**config.mk**
```make
export PLATFORM = sky130hd
export DESIGN_NAME = sd_field_detect
export DESIGN_NICKNAME = d
export VERILOG_FILES = /design/src/rtl/sd_fd_pkg.sv /design/src/rtl/sd_fd_edge.sv /design/src/rtl/sd_fd_trs.sv /design/src/rtl/sd_fd_field.sv /design/src/rtl/sd_fd_count.sv /design/src/rtl/sd_field_detect.sv
export SDC_FILE = /design/constraint.sdc
export NUM_CORES = 1
export LEC_CHECK = 0
export BUFFER_PORTS_ARGS = -buffer_cell sky130_fd_sc_hd__buf_4
export CAP_MARGIN = 20
export CORE_UTILIZATION = 51
export DETAILED_ROUTE_END_ITERATION = 10
export PLACE_DENSITY = 0.76
export SLEW_MARGIN = 20
export SYNTH_ARGS = -nofsm -noshare
export SYNTH_HDL_FRONTEND = slang
export SYNTH_HIERARCHICAL = 1
export SYNTH_SLANG_ARGS = --single-unit
```
**constraint.sdc**
```tcl
create_clock -name clk -period 2.8 [get_ports clk]
set_input_delay 0.56 -clock clk [delete_from_list [all_inputs] [get_ports clk]]
set_output_delay 0.56 -clock clk [all_outputs]
set_load 0.02 [all_outputs]
```
**src/rtl/sd_fd_pkg.sv**
```systemverilog
package sd_fd_pkg;

    typedef enum logic [1:0] {
        MODE_CODES   = 2'd0,
        MODE_FLD_HLO = 2'd1,
        MODE_HV_EDGE = 2'd2,
        MODE_FLD_HHI = 2'd3
    } sync_mode_e;

    localparam int unsigned EVEN_START_525 = 263;
    localparam int unsigned EVEN_START_625 = 313;

    // Lines blanked by default for each standard
    function automatic logic auto_vblank(input logic [15:0] ln, input logic pal);
        if (pal) begin
            return (ln >= 16'd1 && ln <= 16'd22) ||
                   (ln >= 16'd311 && ln <= 16'd335) ||
                   (ln >= 16'd623 && ln <= 16'd625);
        end
        return (ln >= 16'd1 && ln <= 16'd21) || (ln >= 16'd263 && ln <= 16'd284);
    endfunction

    // Protection nibble for an embedded timing word
    function automatic logic [3:0] code_guard(input logic f, input logic v, input logic h);
        return {v ^ h, f ^ h, f ^ v, f ^ v ^ h};
    endfunction

endpackage

```
**src/rtl/sd_fd_edge.sv**
```systemverilog
module sd_fd_edge (
    input  logic clk,
    input  logic rst_n,
    input  logic hs_in,
    input  logic vf_in,
    output logic hs_prev,
    output logic vf_prev,
    output logic hs_fall,
    output logic vf_fall,
    output logic vf_chg
);
    typedef struct packed {
        logic hs;
        logic vf;
    } pin_st_t;

    pin_st_t st_d, st_q;

    always_comb begin
        st_d.hs = hs_in;
        st_d.vf = vf_in;
    end

    always_ff @(posedge clk or negedge rst_n) begin
        if (!rst_n) begin
            st_q.hs <= 1'b1;
            st_q.vf <= 1'b0;
        end else begin
            st_q <= st_d;
        end
    end

    assign hs_prev = st_q.hs;
    assign vf_prev = st_q.vf;
    assign hs_fall = st_q.hs & ~hs_in;
    assign vf_fall = st_q.vf & ~vf_in;
    assign vf_chg  = st_q.vf ^ vf_in;

endmodule

```
**src/rtl/sd_fd_trs.sv**
```systemverilog
module sd_fd_trs
    import sd_fd_pkg::*;
#(
    parameter int unsigned DATA_W = 10
) (
    input  logic              clk,
    input  logic              rst_n,
    input  logic [DATA_W-1:0] pix_data,
    output logic              hit,
    output logic              code_f,
    output logic              code_v,
    output logic              code_h
);
    localparam logic [DATA_W-1:0] ALL_ONES = '1;
    localparam int unsigned       HIST    = 3;

    typedef struct packed {
        logic [HIST-1:0][DATA_W-1:0] w;
    } hist_st_t;

    hist_st_t st_d, st_q;
    logic [7:0] xy;
    logic       preamble;

    assign xy = pix_data[DATA_W-1 -: 8];

    generate
        if (DATA_W > 8) begin : g_lsb
            logic unused_lsb;
            assign unused_lsb = ^pix_data[DATA_W-9:0];
        end
    endgenerate

    always_comb begin
        st_d.w[0] = pix_data;
        for (int i = 1; i < HIST; i++) begin
            st_d.w[i] = st_q.w[i-1];
        end
    end

    always_ff @(posedge clk or negedge rst_n) begin
        if (!rst_n) begin
            st_q <= '0;
        end else begin
            st_q <= st_d;
        end
    end

    assign preamble = (st_q.w[2] == ALL_ONES) && (st_q.w[1] == '0) && (st_q.w[0] == '0);
    assign code_f   = xy[6];
    assign code_v   = xy[5];
    assign code_h   = xy[4];
    assign hit      = preamble && xy[7] && (xy[3:0] == code_guard(xy[6], xy[5], xy[4]));

endmodule

```
**src/rtl/sd_fd_field.sv**
```systemverilog
module sd_fd_field
    import sd_fd_pkg::*;
(
    input  logic       clk,
    input  logic       rst_n,
    input  logic       active,
    input  sync_mode_e mode,
    input  logic       hs_now,
    input  logic       hs_prev,
    input  logic       hs_fall,
    input  logic       vf_now,
    input  logic       vf_fall,
    input  logic       vf_chg,
    input  logic       hit,
    input  logic       code_f,
    output logic       evt,
    output logic       evt_even,
    output logic       field_even,
    output logic       strobe
);
    typedef struct packed {
        logic field_even;
        logic strobe;
    } fld_st_t;

    fld_st_t st_d, st_q;

    always_comb begin
        evt      = 1'b0;
        evt_even = st_q.field_even;
        if (active) begin
            case (mode)
                MODE_CODES: begin
                    if (hit && (code_f != st_q.field_even)) begin
                        evt      = 1'b1;
                        evt_even = code_f;
                    end
                end
                MODE_FLD_HLO: begin
                    if (vf_chg && !hs_now) begin
                        evt      = 1'b1;
                        evt_even = vf_now;
                    end
                end
                MODE_HV_EDGE: begin
                    if (vf_fall && hs_fall) begin
                        evt      = 1'b1;
                        evt_even = 1'b0;
                    end else if (vf_fall && hs_prev && hs_now) begin
                        evt      = 1'b1;
                        evt_even = 1'b1;
                    end
                end
                MODE_FLD_HHI: begin
                    if (vf_chg && hs_now) begin
                        evt      = 1'b1;
                        evt_even = vf_now;
                    end
                end
                default: ;
            endcase
        end
        st_d.field_even = evt ? evt_even : st_q.field_even;
        st_d.strobe     = evt;
    end

    always_ff @(posedge clk or negedge rst_n) begin
        if (!rst_n) begin
            st_q <= '0;
        end else begin
            st_q <= st_d;
        end
    end

    assign field_even = st_q.field_even;
    assign strobe     = st_q.strobe;

    AST_FIELD_ONLY_AT_STROBE: assert property (@(posedge clk) disable iff (!rst_n)
        !st_q.strobe |-> $stable(st_q.field_even));

endmodule

```
**src/rtl/sd_fd_count.sv**
```systemverilog
module sd_fd_count
    import sd_fd_pkg::*;
#(
    parameter int unsigned LINE_W = 10,
    parameter int unsigned SAMP_W = 11
) (
    input  logic              clk,
    input  logic              rst_n,
    input  logic              active,
    input  logic              fs_evt,
    input  logic              fs_even,
    input  logic              std_pal,
    input  logic              line_start,
    input  logic              codes_mode,
    input  logic              use_pin,
    input  logic              blank_n_in,
    input  logic              hit,
    input  logic              code_v,
    input  logic              code_h,
    output logic [LINE_W-1:0] line_num,
    output logic [SAMP_W-1:0] sample_num,
    output logic              blank_out
);
    localparam logic [LINE_W-1:0] LINE_MAX  = '1;
    localparam logic [SAMP_W-1:0] SAMP_MAX  = '1;
    localparam logic [LINE_W-1:0] ODD_LINE  = LINE_W'(1);
    localparam logic [LINE_W-1:0] EVEN_525  = LINE_W'(EVEN_START_525);
    localparam logic [LINE_W-1:0] EVEN_625  = LINE_W'(EVEN_START_625);

    typedef struct packed {
        logic [LINE_W-1:0] line;
        logic [SAMP_W-1:0] samp;
        logic              blank;
    } cnt_st_t;

    cnt_st_t st_d, st_q;

    always_comb begin
        st_d = st_q;
        if (active) begin
            if (fs_evt) begin
                st_d.line = fs_even ? (std_pal ? EVEN_625 : EVEN_525) : ODD_LINE;
            end else if (line_start && (st_q.line != LINE_MAX)) begin
                st_d.line = st_q.line + 1'b1;
            end

            if (line_start) begin
                st_d.samp = '0;
            end else if (st_q.samp != SAMP_MAX) begin
                st_d.samp = st_q.samp + 1'b1;
            end

            if (codes_mode) begin
                st_d.blank = hit ? (code_v | code_h) : st_q.blank;
            end else if (use_pin) begin
                st_d.blank = ~blank_n_in;
            end else begin
                st_d.blank = auto_vblank(16'(st_d.line), std_pal);
            end
        end
    end

    always_ff @(posedge clk or negedge rst_n) begin
        if (!rst_n) begin
            st_q.line  <= '0;
            st_q.samp  <= '0;
            st_q.blank <= 1'b1;
        end else begin
            st_q <= st_d;
        end
    end

    assign line_num   = st_q.line;
    assign sample_num = st_q.samp;
    assign blank_out  = st_q.blank;

    AST_SAMPLE_CLEAR: assert property (@(posedge clk) disable iff (!rst_n)
        (active && line_start) |=> (st_q.samp == '0));

endmodule

```
**src/rtl/sd_field_detect.sv**
```systemverilog
module sd_field_detect
    import sd_fd_pkg::*;
#(
    parameter int unsigned DATA_W = 10,
    parameter int unsigned LINE_W = 10,
    parameter int unsigned SAMP_W = 11
) (
    input  logic              clk,
    input  logic              rst_n,
    input  logic [2:0]        cfg_timing,
    input  logic              std_pal,
    input  logic              blank_pin_en,
    input  logic [DATA_W-1:0] pix_data,
    input  logic              hsync_in,
    input  logic              vfield_in,
    input  logic              blank_n_in,
    output logic              field_even,
    output logic              field_strobe,
    output logic [LINE_W-1:0] line_num,
    output logic [SAMP_W-1:0] sample_num,
    output logic              blank_out
);
    sync_mode_e mode;
    logic active, codes_mode, line_start;
    logic hs_prev, vf_prev, hs_fall, vf_fall, vf_chg;
    logic hit, code_f, code_v, code_h;
    logic fs_evt, fs_even;

    assign mode       = sync_mode_e'(cfg_timing[2:1]);
    assign active     = ~cfg_timing[0];
    assign codes_mode = (mode == MODE_CODES);

    sd_fd_edge u_edge (
        .clk     (clk),
        .rst_n   (rst_n),
        .hs_in   (hsync_in),
        .vf_in   (vfield_in),
        .hs_prev (hs_prev),
        .vf_prev (vf_prev),
        .hs_fall (hs_fall),
        .vf_fall (vf_fall),
        .vf_chg  (vf_chg)
    );

    sd_fd_trs #(.DATA_W(DATA_W)) u_trs (
        .clk      (clk),
        .rst_n    (rst_n),
        .pix_data (pix_data),
        .hit      (hit),
        .code_f   (code_f),
        .code_v   (code_v),
        .code_h   (code_h)
    );

    sd_fd_field u_field (
        .clk        (clk),
        .rst_n      (rst_n),
        .active     (active),
        .mode       (mode),
        .hs_now     (hsync_in),
        .hs_prev    (hs_prev),
        .hs_fall    (hs_fall),
        .vf_now     (vfield_in),
        .vf_fall    (vf_fall),
        .vf_chg     (vf_chg),
        .hit        (hit),
        .code_f     (code_f),
        .evt        (fs_evt),
        .evt_even   (fs_even),
        .field_even (field_even),
        .strobe     (field_strobe)
    );

    assign line_start = codes_mode ? (hit & code_h) : hs_fall;

    sd_fd_count #(.LINE_W(LINE_W), .SAMP_W(SAMP_W)) u_count (
        .clk        (clk),
        .rst_n      (rst_n),
        .active     (active),
        .fs_evt     (fs_evt),
        .fs_even    (fs_even),
        .std_pal    (std_pal),
        .line_start (line_start),
        .codes_mode (codes_mode),
        .use_pin    (blank_pin_en),
        .blank_n_in (blank_n_in),
        .hit        (hit),
        .code_v     (code_v),
        .code_h     (code_h),
        .line_num   (line_num),
        .sample_num (sample_num),
        .blank_out  (blank_out)
    );

    logic unused_vf_prev;
    assign unused_vf_prev = vf_prev;

    AST_MASTER_QUIET: assert property (@(posedge clk) disable iff (!rst_n)
        cfg_timing[0] |=> !field_strobe);

    AST_ODD_LINE_ONE: assert property (@(posedge clk) disable iff (!rst_n)
        (field_strobe && !field_even) |-> (line_num == LINE_W'(1)));

    AST_BLANK_PIN: assert property (@(posedge clk) disable iff (!rst_n)
        (!cfg_timing[0] && (cfg_timing[2:1] != 2'd0) && blank_pin_en)
            |=> (blank_out == !$past(blank_n_in)));

endmodule

```
# ---- Yosys cells after proc, flatten, opt, wreduce, memory -nomap -nowiden
# Cells that the tools add are included.
dict set report totals {
  regBits 56
  latch_bits 0
  ram_bits 0
  rom_bits 0
  input_bits 20
  out_inout_bits 24
  elab_cells 100
  memories 0
}
dict set report op_classes {
  addsub 2
  n_mul 0
  div_mod_pow 0
  order_cmp 9
  eq_ne 9
  shifts 0
  mux 31
  bitwise 13
  n_reduce_logical 26
}
# cell count
set ops {}
lappend ops {{$mux 10} 4}
lappend ops {{$mux 1} 22}
lappend ops {{$mux 11} 2}
lappend ops {{$ge 10x9->1 const B} 2}
lappend ops {{$le 10x5->1 const B} 2}
lappend ops {{$le 10x9->1 const B} 2}
lappend ops {{$logic_not 10->1} 2}
lappend ops {{$logic_and 1x1->1} 16}
lappend ops {{$add 11x1->11 const B} 1}
lappend ops {{$ne 11x11->1 const B} 1}
lappend ops {{$add 10x1->10 const B} 1}
lappend ops {{$eq 10x10->1 const B} 1}
lappend ops {{$ge 10x1->1 const B} 1}
lappend ops {{$ge 10x10->1 const B} 1}
lappend ops {{$le 10x10->1 const B} 1}
lappend ops {{$ne 10x10->1 const B} 1}
lappend ops {{$pmux 1 s4} 2}
lappend ops {{$mux 6} 1}
lappend ops {{$xor 1x1->1} 5}
lappend ops {{$eq 2x2->1 const B} 2}
lappend ops {{$eq 4x4->1} 1}
lappend ops {{$not 1->1} 4}
lappend ops {{$reduce_and 2->1} 2}
lappend ops {{$and 1x1->1} 3}
lappend ops {{other kinds (8)} 10}

# ---- Longest topological paths before layout
dict set report logic_depth {
  depth_word 20
  ltp_mapped 14
  mapped_depth_nobuf 14
}

# ---- Modules after synthesis
# Netlist, hierarchy kept.
# mod instances cells_per_inst area_per_inst_um2 seq_area_each_um2
set modules_own_cells {}
lappend modules_own_cells {sd_fd_count 1 207 1747.9 551.8}
lappend modules_own_cells {sd_fd_trs 1 54 920.9 750.7}
lappend modules_own_cells {sd_fd_field 1 22 221.5 50.0}
lappend modules_own_cells {sd_fd_edge 1 6 85.1 51.3}
lappend modules_own_cells {sd_field_detect 1 5 23.8 0.0}

# ---- Worst setup path before layout
# OpenSTA, ideal clock, no wires.
dict set report synth_path {
  path_kind {input-to-reg}
  start {in pix_data[8]}
  end {reg u_count.st_q, in the netlist u_count/blank_out}
  setup_time_ps 77
  arrival_ps 3103
  required_ps 2723
  setup_slack_ps -380
  cell_stages 14
  n_path_buf 0
  path_cell_list {xor2_1 -> nor3_1 -> o22ai_1 -> nor3_2 -> mux2i_1 -> o221ai_1 -> o32a_1 -> or2b_1 -> a21oi_1 -> o21ai_4 -> nor3_1 -> nand4_1 -> a311o_1 -> a31oi_1}
}
dict set report synth_via {
  elab_chain_cells 19
  word_cells_on_any_way 43
  classes_between {9 x order compare; 3 x eq/ne; 15 x mux; 4 x bitwise; 12 x reduce/logical}
}
# item line
set synth_rtl {}
lappend synth_rtl {{from (decl)} sd_field_detect.sv:13} ;# input logic [DATA_W-1:0] pix_data,
lappend synth_rtl {{$xor 1x1->1 (2 in series)} sd_fd_pkg.sv:25} ;# return {v ^ h, f ^ h, f ^ v, f ^ v ^ h};
lappend synth_rtl {{$eq 4x4->1 *} sd_fd_trs.sv:53} ;# assign hit = preamble && xy[7] && (xy[3:0] == code_guard(xy[6], xy[5], xy[4]));
lappend synth_rtl {{$logic_and 1x1->1 *} sd_fd_trs.sv:53}
lappend synth_rtl {{net hit} sd_field_detect.sv:26} ;# logic hit, code_f, code_v, code_h;
lappend synth_rtl {{$logic_and 1x1->1 *} sd_fd_field.sv:34} ;# if (hit && (code_f != st_q.field_even)) begin
lappend synth_rtl {{$mux 1 *} sd_fd_field.sv:34}
lappend synth_rtl {{$pmux 1 s4 *} sd_fd_field.sv:32} ;# case (mode)
lappend synth_rtl {{$mux 1 *} sd_fd_field.sv:31} ;# if (active) begin
lappend synth_rtl {{net fs_even} sd_field_detect.sv:27} ;# logic fs_evt, fs_even;
lappend synth_rtl {{[... 3 more ...]} -}
lappend synth_rtl {{$ge 10x1->1, or another cell as far along} {sd_fd_pkg.sv:16, sd_fd_pkg.sv:20}}
lappend synth_rtl {{$logic_and 1x1->1 (on tied branches)} {sd_fd_pkg.sv:16, sd_fd_pkg.sv:17}}
lappend synth_rtl {{$logic_or 1x1->1} sd_fd_pkg.sv:16} ;# return (ln >= 16'd1 && ln <= 16'd22) ||
lappend synth_rtl {{$logic_or 1x1->1} sd_fd_pkg.sv:17} ;# (ln >= 16'd311 && ln <= 16'd335) ||
lappend synth_rtl {{$mux 1} sd_fd_pkg.sv:15} ;# if (pal) begin
lappend synth_rtl {{$mux 1 *} sd_fd_pkg.sv:20} ;# return (ln >= 16'd1 && ln <= 16'd21) || (ln >= 16'd263 && ln <= 16'd284);
lappend synth_rtl {{$mux 1 *} sd_fd_count.sv:55} ;# end else if (use_pin) begin
lappend synth_rtl {{$mux 1 *} sd_fd_count.sv:53} ;# if (codes_mode) begin
lappend synth_rtl {{to (signal assigned)} sd_fd_count.sv:69} ;# st_q <= st_d;
lappend synth_rtl {{to (decl)} sd_fd_count.sv:36} ;# cnt_st_t st_d, st_q;
# Mark *: on every way through the listed nets, which the timed path passes. The rest lies on a longest branch. The select of a mux whose other input is x is not followed.
# A chain may end at the register's enable or synchronous reset.

# ---- Final worst setup path
# Ends and elaborated chain as after synthesis.

==> impl_metrics.csv <==
group,metric,value,unit
status,outcome,"finished, violations left",
floorplanning,coreArea,0.00557,mm^2
sta,layout_min_cycle_time,3.24,ns
min_path,hp-class,"in2async",
critical_path,timing.critical_path.buf_inv,1,
clocking,cts_tree,"built",
sta,finalMaxSlewViolations,0,
sta,finalHoldViolCount,0,
floorplanning,std_cell_rows,27,
drt,wl_per_cell,16.8,um
cells_and_area,diodes,0,
drt,drt_iter0_markers,138,
floorplanning,fp.dieH,78.7,um
global_routing,grt_pass1_wl,12.8,mm
synth,avgSynthCellArea,10.2,um^2
clocking,htreeDepth,2,
synth,yosysUniqueCellTypes,74,
cells_and_area,layout.nets,420,
sta,finalSetupViolCount,2,
synth,netlist_instances,294,
clocking,cts-root-buf,"clkbuf_8",
clocking,clk_path_buf_depth,2,
cells_and_area,layout-drive-gt1-share,0.440,
clocking,clock-sinks,56,
synth,ys_warn_count,6,
synth,synth_seq_cells,56,
sta,fmax,0.309,GHz
synth,yosys.cell_count.top_type,"dfrtp_1",
drt,post-route-drc-count,0,
pwr,finalPower,2.21,mW
critical_path,critPathCaptureType,"flop",
global_routing,antenna_found_initial,0,
sta,timing.final.crit_share,1.16,
drt,via_per_inst,6.01,
synth,yosys-top-cells-area,"dfrtp_1, nor2_1, nand4_1",
synth,synth_top_area_cell,"dfrtp_1",
sta,rsz0062_at_grt,"yes",
clocking,ctsHoldBuffers,0,
drt,ant_nets,0,
pwr,leakage,1.87,nW
synth,syn_area,0.00300,mm^2
clocking,cts-buffers-inserted,5,
synth,yosysTopAreaCellShare,0.451,
floorplanning,dieArea,0.00619,mm^2
global_routing,grt_overflow,0,
critical_path,critPathSlowestCell,"a2111oi_2",
critical_path,path_class,"in2reg",
placed_design,dp_slack,-0.806,ns
sta,finalClockSkew,0.0100,ns
drt,wirelength,7.90,mm
drt,num_vias,2827,
critical_path,critPathMaxStageDelay,0.43,ns
critical_path,crit_family,"compound AO/OA/AOI/OAI gates",
cells_and_area,syn2layout_area_growth,38.5,%
placed_design,gp_congestion,0.946,
sta,worst_slack,-0.437,ns
critical_path,cp_cell_sequence,"buf_4, xor2_1, nor3_1, o22ai_1, nor3_4, mux2i_1, o221ai_2, o32a_1, or2b_1, a21oi_2, o21ai_4, a2111oi_2, nor4b_2, a311oi_1, a31oi_1",
synth,syn_nets,317,
placed_design,io_buffers,43,
sta,slew_headroom,0.542,
drt,dr.pass1.iters,5,
global_routing,grt_pass1_vias,2704,
floorplanning,start_util,0.538,
cells_and_area,utilization,0.745,
clocking,clk-insertion-delay-late,0.31,ns
synth,synth_common_cells,"dfrtp_1, nor2_1, nand2_1, nand4_1, a21oi_1",
global_routing,grt_max_degree,57,
synth,seq_area_frac_synth,0.468,
sta,tightest_slew,0.688,ns
critical_path,critPathLaunchType,"input pin",
global_routing,gr-usage-all-layers,0.267,
synth,synth_edf_count,0,
pwr,ir_drop,0.307,mV
pwr,p_per_area,533,mW/mm^2
synth,synthFlopType,"dfrtp_1",
critical_path,crit_fanout,6,
critical_path,crit_arrival,3.48,ns
floorplanning,io_pins,44,
clocking,clk_pin_slew,0.11,ns
critical_path,worstPathRequired,3.04,ns
flow_run,max-cap-violations,0,
placed_design,hpwl,5.37,mm
status,violations,"negative setup slack",
floorplanning,fp.dieW,78.7,um
synth,ys_async_sr_fraction,1.00,
## per-stage QoR
stage	TNS, ns	instances	instance area [um^2]	hold slack [ns]
6_report	-0.689	470	4150	0.294
5_1_grt	-1.33	470	4150	0.349
4_1_cts	-0.362	467	4020	0.306
3_5_place_dp	-4.93	452	3750	0.361
3_3_place_gp	-2.60	452	3750	0.359
2_1_floorplan	-0.309	294	3010	0.264
## state kept, by name, summed over array words and instances, names as in the netlist
name / count
u_trs/st_q: 10
u_field/field_even: 1
u_count/blank_out: 1
u_field/strobe: 1
u_count/sample_num: 11
u_edge/vf_prev: 1
u_edge/hs_prev: 1
u_count/line_num: 10
u_trs/st_d: 20
## cell families (layout without fill, tap and decap cells)
group,after synthesis,after routing,share of synthesized area
flip-flops,56,56,0.468
XOR/XNOR,14,14,0.0409
buffers and inverters,25,129,0.0450
adder cells (fa/ha/maj),3,3,0.0125
multiplexers,2,2,0.00709
AO/OA/AOI/OAI,73,73,0.196
AND/OR/NAND/NOR,121,121,0.230
## final timing paths
kind | startpoint | end | slack [ns] | cells past startpoint
setup reg to reg | u_trs/st_d[28]$_DFF_PN0_ | u_count/blank_out$_DFFE_PN1P_ | -0.41 | 13
hold reg to reg | u_trs/st_d[13]$_DFF_PN0_ | u_trs/st_d[23]$_DFF_PN0_ | 0.39 | 0
min in group clk | pix_data[1] | u_trs/st_d[11]$_DFF_PN0_ | 0.36 | 1
hold / removal | rst_n | u_trs/st_d[15]$_DFF_PN0_ | 0.29 | 1
max in group asynchronous | rst_n | u_count/sample_num[1]$_DFFE_PN0P_ | 2.06 | 1
setup / recovery | pix_data[8] | u_count/blank_out$_DFFE_PN1P_ | -0.44 | 15
## layer usage
layer	wire [um]	up-vias	GRT usage
met1	3330	1395	0.359
li1	-	1316	-
met5	0	-	0
met2	3970	103	0.437
met3	509	13	0.0465
met4	101	0	0.0870
## report_power, final
| group | total, mW | internal [mW] | switching (mW) |
|---|---|---|---|
| clock network | 0.462 | 0.183 | 0.280 |
| logic | 0.751 | 0.354 | 0.398 |
| registers | 0.999 | 0.889 | 0.110 |
## what timing repair did
action | 4_1_cts | 5_1_grt
gates resized for setup | 21 | 27
pin swaps | 11 | 8
endpoints found under the hold margin | 0 | 0
buffers inserted | 7 | 4
endpoints found under the setup margin | 14 | 16
gates cloned | 0 | 0
## worst register-to-register path, stage by stage, from the launching register on
cell	delay, ns
dfrtp_1	0.41
nor4_2	0.30
nand4_1	0.22
nor3_4	0.24
mux2i_1	0.13
o221ai_2	0.22
o32a_1	0.18
or2b_1	0.29
a21oi_2	0.19
o21ai_4	0.11
a2111oi_2	0.43
nor4b_2	0.10
a311oi_1	0.25
a31oi_1	0.08
## cells in the final DEF, fill, tap and decap left out, types with 4 or more instances in the layout
master and count:
nor3_1 4, nor2_1 30, dfrtp_1 54, xor2_1 8, nand4_1 16, xnor2_1 4
and3_1 6, nand3_1 7, nand2_1 15, buf_6 5, inv_1 12, o21ai_0 7
a21oi_1 11, clkbuf_8 5, buf_4 103
## final cells by class
cell class | count | area, um^2
Tap cell | 72 | 90.1
Timing Repair Buffer | 108 | 830
Multi-Input combinational cell | 213 | 1690
Clock buffer | 5 | 68.8
Sequential cell | 56 | 1400
Clock inverter | 3 | 26.3
Fill cell | 387 | 1420
Inverter | 13 | 48.8
(Power assumes the default switching activity.)
